$ cat config.mk
export PLATFORM = sky130hd
export DESIGN_NAME = ldpc_iter_ctrl
export DESIGN_NICKNAME = d
export VERILOG_FILES = /design/src/rtl/ldpc_ictl_pkg.sv /design/src/rtl/ldpc_ictl_counter.sv /design/src/rtl/ldpc_ictl_permit.sv /design/src/rtl/ldpc_iter_ctrl.sv
export SDC_FILE = /design/constraint.sdc
export NUM_CORES = 1
export LEC_CHECK = 0
export BUFFER_PORTS_ARGS = -buffer_cell sky130_fd_sc_hd__buf_2
export CAP_MARGIN = 20
export CELL_PAD_IN_SITES_DETAIL_PLACEMENT = 1
export CELL_PAD_IN_SITES_GLOBAL_PLACEMENT = 1
export CORE_UTILIZATION = 42
export CTS_CLUSTER_DIAMETER = 200
export DETAILED_ROUTE_END_ITERATION = 10
export GPL_TIMING_DRIVEN = 0
export MAX_ROUTING_LAYER = met4
export PLACE_DENSITY = 0.79
export SETUP_SLACK_MARGIN = 0.2
export SLEW_MARGIN = 20
export SYNTH_ARGS = -nofsm -noshare
export SYNTH_HDL_FRONTEND = slang
export SYNTH_SLANG_ARGS = --single-unit
$ cat constraint.sdc
create_clock -name clk_i -period 2.5 [get_ports clk_i]
set_input_delay 0.625 -clock clk_i [delete_from_list [all_inputs] [get_ports clk_i]]
set_output_delay 0.625 -clock clk_i [all_outputs]
set_load 0.05 [all_outputs]
$ cat src/rtl/ldpc_ictl_pkg.sv
package ldpc_ictl_pkg;
  typedef enum logic [2:0] {
    ST_IDLE,
    ST_FRAME,
    ST_LAUNCH,
    ST_WAIT,
    ST_NT_LAUNCH,
    ST_NT_WAIT
  } ictl_state_e;
endpackage

$ cat src/rtl/ldpc_ictl_counter.sv
module ldpc_ictl_counter #(
  parameter int MAX_ITER  = 64,
  parameter int NT_CYCLES = 4,
  localparam int CNT_W    = $clog2(MAX_ITER + 1)
) (
  input  logic             clk_i,
  input  logic             rst_ni,
  input  logic             clr_i,
  input  logic             inc_i,
  input  logic             charge_i,
  output logic [CNT_W-1:0] cnt_o,
  output logic [CNT_W-1:0] cnt_next_o
);
  localparam logic [CNT_W-1:0] NtInc = CNT_W'(NT_CYCLES);
  localparam logic [CNT_W-1:0] MaxCnt = CNT_W'(MAX_ITER);

  logic [CNT_W-1:0] cnt_q;

  assign cnt_next_o = cnt_q + 1'b1;
  assign cnt_o      = cnt_q;

  always_ff @(posedge clk_i or negedge rst_ni) begin
    if (!rst_ni)       cnt_q <= '0;
    else if (clr_i)    cnt_q <= '0;
    else if (charge_i) cnt_q <= cnt_q + NtInc;
    else if (inc_i)    cnt_q <= cnt_next_o;
  end

  // budget is never overrun, neither by iterations nor by a charge
  p_cnt_bound_r6: assert property (@(posedge clk_i) disable iff (!rst_ni)
    cnt_q <= MaxCnt);
  p_cnt_clear_r2: assert property (@(posedge clk_i) disable iff (!rst_ni)
    clr_i |=> cnt_q == '0);
endmodule

$ cat src/rtl/ldpc_ictl_permit.sv
module ldpc_ictl_permit #(
  parameter int MAX_ITER  = 64,
  parameter int NT_CYCLES = 4,
  localparam int CNT_W    = $clog2(MAX_ITER + 1),
  localparam int SUM_W    = CNT_W + 1
) (
  input  logic             clk_i,
  input  logic             rst_ni,
  input  logic             clr_i,
  input  logic             mark_i,
  input  logic             trap_i,
  input  logic [CNT_W-1:0] cnt_next_i,
  output logic             used_o,
  output logic             permit_o
);
  localparam logic [SUM_W-1:0] NtSum  = SUM_W'(NT_CYCLES);
  localparam logic [SUM_W-1:0] MaxSum = SUM_W'(MAX_ITER);

  logic             used_q;
  logic [SUM_W-1:0] proj_cnt;

  assign proj_cnt = {1'b0, cnt_next_i} + NtSum;
  assign permit_o = trap_i && !used_q && (proj_cnt < MaxSum);
  assign used_o   = used_q;

  always_ff @(posedge clk_i or negedge rst_ni) begin
    if (!rst_ni)     used_q <= 1'b0;
    else if (clr_i)  used_q <= 1'b0;
    else if (mark_i) used_q <= 1'b1;
  end

  p_used_sticky_r9: assert property (@(posedge clk_i) disable iff (!rst_ni)
    (used_q && !clr_i) |=> used_q);
endmodule

$ cat src/rtl/ldpc_iter_ctrl.sv
module ldpc_iter_ctrl
  import ldpc_ictl_pkg::*;
#(
  parameter int MAX_ITER  = 64,
  parameter int NT_CYCLES = 4,
  localparam int CNT_W    = $clog2(MAX_ITER + 1)
) (
  input  logic             clk_i,
  input  logic             rst_ni,
  input  logic             start_i,
  output logic             frame_start_o,
  output logic             iter_start_o,
  input  logic             iter_done_i,
  input  logic             valid_i,
  input  logic             trap_i,
  output logic             nt_start_o,
  input  logic             nt_done_i,
  output logic             busy_o,
  output logic             done_o,
  output logic             success_o,
  output logic             failure_o,
  output logic [CNT_W-1:0] iter_cnt_o
);
  localparam logic [CNT_W-1:0] MaxCnt = CNT_W'(MAX_ITER);
  localparam logic [CNT_W-1:0] NtInc  = CNT_W'(NT_CYCLES);

  ictl_state_e      state_q, state_d;
  logic             start_q, start_rise;
  logic             accept, finish_iter, finish_nt;
  logic             permit, nt_used;
  logic             ok_d, fail_d;
  logic [CNT_W-1:0] cnt, cnt_next;

  assign start_rise  = start_i && !start_q;
  assign accept      = (state_q == ST_IDLE) && start_rise;
  assign finish_iter = (state_q == ST_WAIT) && iter_done_i;
  assign finish_nt   = (state_q == ST_NT_WAIT) && nt_done_i;

  ldpc_ictl_counter #(.MAX_ITER(MAX_ITER), .NT_CYCLES(NT_CYCLES)) u_cnt (
    .clk_i      (clk_i),
    .rst_ni     (rst_ni),
    .clr_i      (accept),
    .inc_i      (finish_iter),
    .charge_i   (finish_nt),
    .cnt_o      (cnt),
    .cnt_next_o (cnt_next)
  );

  ldpc_ictl_permit #(.MAX_ITER(MAX_ITER), .NT_CYCLES(NT_CYCLES)) u_permit (
    .clk_i      (clk_i),
    .rst_ni     (rst_ni),
    .clr_i      (accept),
    .mark_i     (finish_nt),
    .trap_i     (trap_i),
    .cnt_next_i (cnt_next),
    .used_o     (nt_used),
    .permit_o   (permit)
  );

  // valid checked before the limit
  always_comb begin
    state_d = state_q;
    ok_d    = 1'b0;
    fail_d  = 1'b0;
    unique case (state_q)
      ST_IDLE:      if (start_rise) state_d = ST_FRAME;
      ST_FRAME:     state_d = ST_LAUNCH;
      ST_LAUNCH:    state_d = ST_WAIT;
      ST_WAIT: begin
        if (iter_done_i) begin
          if (valid_i) begin
            ok_d    = 1'b1;
            state_d = ST_IDLE;
          end else if (cnt_next >= MaxCnt) begin
            fail_d  = 1'b1;
            state_d = ST_IDLE;
          end else if (permit) begin
            state_d = ST_NT_LAUNCH;
          end else begin
            state_d = ST_LAUNCH;
          end
        end
      end
      ST_NT_LAUNCH: state_d = ST_NT_WAIT;
      ST_NT_WAIT:   if (nt_done_i) state_d = ST_LAUNCH;
      default:      state_d = ST_IDLE;
    endcase
  end

  always_ff @(posedge clk_i or negedge rst_ni) begin
    if (!rst_ni) begin
      state_q   <= ST_IDLE;
      start_q   <= 1'b0;
      done_o    <= 1'b0;
      success_o <= 1'b0;
      failure_o <= 1'b0;
    end else begin
      state_q <= state_d;
      start_q <= start_i;
      done_o  <= ok_d || fail_d;
      if (accept) begin
        success_o <= 1'b0;
        failure_o <= 1'b0;
      end else begin
        if (ok_d)   success_o <= 1'b1;
        if (fail_d) failure_o <= 1'b1;
      end
    end
  end

  assign frame_start_o = (state_q == ST_FRAME);
  assign iter_start_o  = (state_q == ST_LAUNCH);
  assign nt_start_o    = (state_q == ST_NT_LAUNCH);
  assign busy_o        = (state_q != ST_IDLE);
  assign iter_cnt_o    = cnt;

  p_excl_status_r6: assert property (@(posedge clk_i) disable iff (!rst_ni)
    !(success_o && failure_o));
  p_valid_wins_r5: assert property (@(posedge clk_i) disable iff (!rst_ni)
    (state_q == ST_WAIT && iter_done_i && valid_i) |=> (success_o && done_o));
  p_fail_at_max_r6: assert property (@(posedge clk_i) disable iff (!rst_ni)
    (done_o && failure_o) |-> (iter_cnt_o == MaxCnt));
  p_once_per_frame_r9: assert property (@(posedge clk_i) disable iff (!rst_ni)
    nt_used |-> !nt_start_o);
  p_paused_r8: assert property (@(posedge clk_i) disable iff (!rst_ni)
    (state_q == ST_NT_WAIT && !nt_done_i) |=> !iter_start_o);
  p_charge_r9: assert property (@(posedge clk_i) disable iff (!rst_ni)
    finish_nt |=> (iter_cnt_o == $past(iter_cnt_o) + NtInc));
  p_stay_idle_r12: assert property (@(posedge clk_i) disable iff (!rst_ni)
    (state_q == ST_IDLE && !start_rise) |=> !busy_o);
  p_busy_start_r3: assert property (@(posedge clk_i) disable iff (!rst_ni)
    (busy_o && state_q != ST_IDLE) |-> !frame_start_o || $past(state_q) == ST_IDLE);
endmodule

### Yosys cells after proc, flatten, opt, wreduce, memory -nomap -nowiden

Index checks and enable logic that the tools add are counted.

* flip-flop bits (word level): 15
* bits in latches: 0
* RAM bits: 0
* memory bits (read-only): 0
* word-level logic and storage cells: 59
* memories: 0

* $add $sub $neg: 3
* multipliers: 0
* div/mod/pow operators: 0
* $lt $le $gt $ge: 2
* equality and inequality tests: 8
* shift-type cells: 0
* muxes and demuxes: 23
* bitwise logic cells: 0
* reductions and logical operators: 16

Operators with widths (count)
* $mux 7: 3
* $mux 3: 6
* $pmux 3 s6: 1
* $mux 1: 13
* $add 7x3->8 const B: 1
* $lt 8x7->1 const B: 1
* $add 7x1->7 const B: 1
* $add 7x3->7 const B: 1
* $ge 7x7->1 const B: 1
* $eq 3x2->1 const B: 2
* $eq 3x3->1 const B: 2
* $logic_and 1x1->1: 6
* $ne 2x2->1 const B: 3
* $reduce_bool 2->1: 3
* $reduce_bool 3->1: 2
* $eq 3x1->1 const B: 1
* $logic_not 3->1: 1
* $reduce_and 3->1: 1
* $logic_not 1->1: 2
* $logic_or 1x1->1: 1

### Depth between registers and ports, before layout

* word-level depth: 9
* gate-level depth with buffers: 6

### Cells and area by module

From an unflattened synthesis, not the netlist that was laid out.

* cells, all modules: 91
* area, all modules: 844.6 µm²

Modules (own cells, without submodules)
* ldpc_ictl_counter: times used 1, cells each 48, area an instance 434.2 µm², seq. area each 175.2 µm²
* ldpc_iter_ctrl: times used 1, cells each 37, area an instance 361.6 µm², seq. area each 175.2 µm²
* ldpc_ictl_permit: times used 1, cells each 6, area an instance 48.8 µm², seq. area each 25.0 µm²

### Least setup slack after synthesis

No wires, ideal clock.

* path kind: register to output
* start: reg state_q[0]
* end: out iter_start_o
* data arrival time: 1607 ps
* required time: 1875 ps
* path slack: 268 ps
* stages on the path, launching flop included: 3
* path through: dfrtp_1 -> buf_6 -> nor3_1

* word-level cells in the longest chain between the ends: 1

RTL lines
* from (decl): line ldpc_iter_ctrl.sv:27 `ictl_state_e state_q, state_d;`
* from (signal assigned): line ldpc_iter_ctrl.sv:98 `state_q <= state_d;`
* $eq 3x2->1: line ldpc_iter_ctrl.sv:112 `assign iter_start_o = (state_q == ST_LAUNCH);`
* to (decl): line ldpc_iter_ctrl.sv:12 `output logic iter_start_o,`

No other way between the ends.

### Final worst setup path

* start: reg state_q[1]
* end: out busy_o

* word-level cells in the longest chain between the ends: 1

RTL lines
* $reduce_bool 3->1: line ldpc_iter_ctrl.sv:114 `assign busy_o = (state_q != ST_IDLE);`
* to (decl): line ldpc_iter_ctrl.sv:18 `output logic busy_o,`

No other way between the ends.

==> results_dict.tcl <==
set metrics [dict create \
    hold_violations 0 \
    leakagePower_nw 0.511 \
    critical_path_class "flop to output pin" \
    max_stage_delay_ns 0.42 \
    worstReg2RegEnd "state_q[2]" \
    grtUsageTotal_pct 21.9 \
    worstPathCellList "buf_6 > or3_1 > buf_2" \
    n_antenna_cell 0 \
    drive_gt1_share_pct 28.3 \
    fillers 243 \
    drtIter0Drc 2 \
    dr.pass1.iters 4 \
    synth_largest_area_cell "dfrtp_1" \
    netSwitchingFraction_pct 51.0 \
    p_int_uw 567 \
    worst_slew_pin_slew_ns 0.410 \
    overflow 0 \
    critPathLaunch "state_q[1]" \
    cp-start-kind "flop" \
    most-common-layout-cells "buf_2 (20), dfrtp_1 (15), nor2_1 (11), nand2_1 (6)" \
    reg2reg_depth 5 \
    ys.flop_type "dfrtp_1" \
    hpwl_um 1590 \
    rsz0062_at_grt "false" \
    die_x_um 47.5 \
    rows 16 \
    cts_hold_buf 0 \
    regArea_um2 375 \
    min_period_over_period_pct 84.2 \
    nNetsFinal 123 \
    syn-cell-area_um2 870 \
    hp-class "primary input to asynchronous set/reset pin" \
    synth.avg_cell_area_um2 9.77 \
    final_antenna_net_count 0 \
    maxSlewViolCount 0 \
    crit_family "simple AND/OR/NAND/NOR gates" \
    port_buffers 20 \
    switchingPower_uw 590 \
    syn_to_final_growth_pct 18.6 \
    ctsResizeCount 0 \
    seq_power_share_pct 33.7 \
    wl_um 2090 \
    path_clk_slew_ns 0.10 \
    ys_seq_area_share_pct 43.2 \
    synthDistinctLibCells 33 \
    cap_violations 0 \
    finClkSkew_ns 0.000532 \
    netlist_instances 89 \
    grt_max_degree 16 \
    synth_top_area_share_pct 43.2 \
    slew_headroom_pct 72.5 \
    drc_errors 0 \
    crit_fanout 10 \
    vdd.ir_drop.worst_v 0.000529 \
    endpoint_kind "output pin" \
    setup_viol 0 \
    yosysWarnings 0 \
    synth_nets 98 \
    p_comb_share_pct 53.8 \
    cp.required_ns 1.88 \
    rrSetupSlack_ns 0.56 \
    path_depth 3 \
    root_buffer "clkbuf_4" \
    finalSetupTns_ns 0 \
    dp_cells 136 \
    initial_core_util_pct 44.3 \
    die-area_um2 2260 \
    cts_max_level 1 \
    cts_setup_buffers 0 \
    vias_per_cell 5.41 \
    worstSetupEndpoint "busy_o" \
    avgRoutedWirePerCell_um 14.9 \
    synth_edf_count 0 \
    antenna_found_initial 0 \
    async_reset_ff_share_pct 100 \
    slowest_stage "or3_1" \
    final_common_cell "buf_2" \
    die_y_um 47.5 \
    fin_cells 140 \
    max_freq_mhz 475 \
    multi_input_area_um2 434 \
    clockBufferDepth 2 \
    ys_ff_latch 15 \
    outcome "finished, final reports clean" \
    grt_pass1_vias 696 \
    cts_buffers 3 \
    clk_latency_ns 0.29 \
    cts_tree "yes" \
    core_area_um2 1960 \
    pin_count 21 \
    clock-sinks 15 \
    vias 758 \
    rr_startpoint "u_cnt.cnt_o[2]" \
    crit_buf_inv 2 \
    grt_pass1_wl_um 3190 \
    worst_ep_arrival_time_ns 1.48 \
    place_congestion 0.744 \
    power_density_nw_per_um2 1120 \
    synth_area_leaders "dfrtp_1 (43%), nor2_1 (4.7%), buf_6 (3.9%)" \
    p_clk_share_pct 12.5 \
    power.total_mw 1.16 \
    finalCriticalPeriod_ns 2.11 \
]
==> worst register-to-register path, delay by kind of cell, from the launching register on <==
family | cells | cell delay, ns
adder cells (fa/ha/maj) | 1 | 0.29
AO/OA/AOI/OAI | 3 | 0.87
AND/OR/NAND/NOR | 1 | 0.20
flip-flops | 1 | 0.53
==> power groups by stage <==
stage | clock network [mW] | logic (mW) | registers [mW]
floorplan | 0 | 0.348 | 0.519
global placement | 0 | 0.604 | 0.393
detailed placement | 0 | 0.621 | 0.396
CTS | 0.148 | 0.626 | 0.390
global route | 0.157 | 0.667 | 0.403
finish | 0.144 | 0.622 | 0.390
==> state kept, by name, summed over array words and instances, names as in the netlist <==
name / count
state_q: 3
success_o: 1
u_permit.used_o: 1
u_cnt.cnt_o: 7
done_o: 1
start_q: 1
failure_o: 1
==> stage by stage <==
step           instance area (um2)  hold WS (ns)  utilization (%)  setup WS, ns
2_1_floorplan                  870         0.329                -         0.268
5_1_grt                       1030         0.251             52.6         0.353
6_report                      1030         0.227             52.6         0.394
4_1_cts                       1030         0.233             52.6         0.390
3_5_place_dp                  1000         0.490             51.1         0.601
3_3_place_gp                  1000         0.479             51.1         0.633
==> synth_stat cells, types with 2 or more instances <==
cell type,n
dfrtp_1,15
nor2_1,11
nand2_1,6
inv_1,5
o21ai_0,5
a21oi_1,3
and4b_1,3
buf_6,3
nand4_1,3
xnor2_1,3
xor2_1,3
a31oi_1,2
ha_1,2
nand2b_1,2
nand3_1,2
nor3_1,2
o211ai_1,2
or3_1,2
==> kinds of logic after synthesis <==
kind of cell / count (synthesis) / share of synthesized area, %
buffers and inverters: 9 / 6.91
AND/OR/NAND/NOR: 37 / 24.5
XOR/XNOR: 6 / 6.04
AO/OA/AOI/OAI: 19 / 15.3
multiplexers: 1 / 1.29
flip-flops: 15 / 43.2
adder cells (fa/ha/maj): 2 / 2.88
==> per-layer routing <==
metal	up-vias	wire (um)	GRT usage, %
met4	0	31	8.57
li1	369	-	-
met1	371	983	27.7
met5	-	0	-
met3	5	53	4.53
met2	13	1020	34.2
==> worst min path at each step <==
| stage | start | to | cells after the start |
|---|---|---|---|
| finish | rst_ni | state_q[2] | 1 |
| global route | rst_ni | state_q[2] | 1 |
| CTS | rst_ni | state_q[2] | 1 |
| detailed placement | success_o | success_o | 2 |
| global placement | failure_o | failure_o | 2 |
| floorplan | rst_ni | done_o | 0 |
==> cell type report <==
class                      count  share of cell area (%)
sequential                    15                    36.4
buffer                         4                    4.00
multi-input combinational     65                    42.1
inverter                       5                    1.82
clock buffer                   3                    2.18
timing repair buffer          20                    9.71
clock inverter                 1                   0.485
tap                           27                    3.28
(Power assumes the default switching activity.)
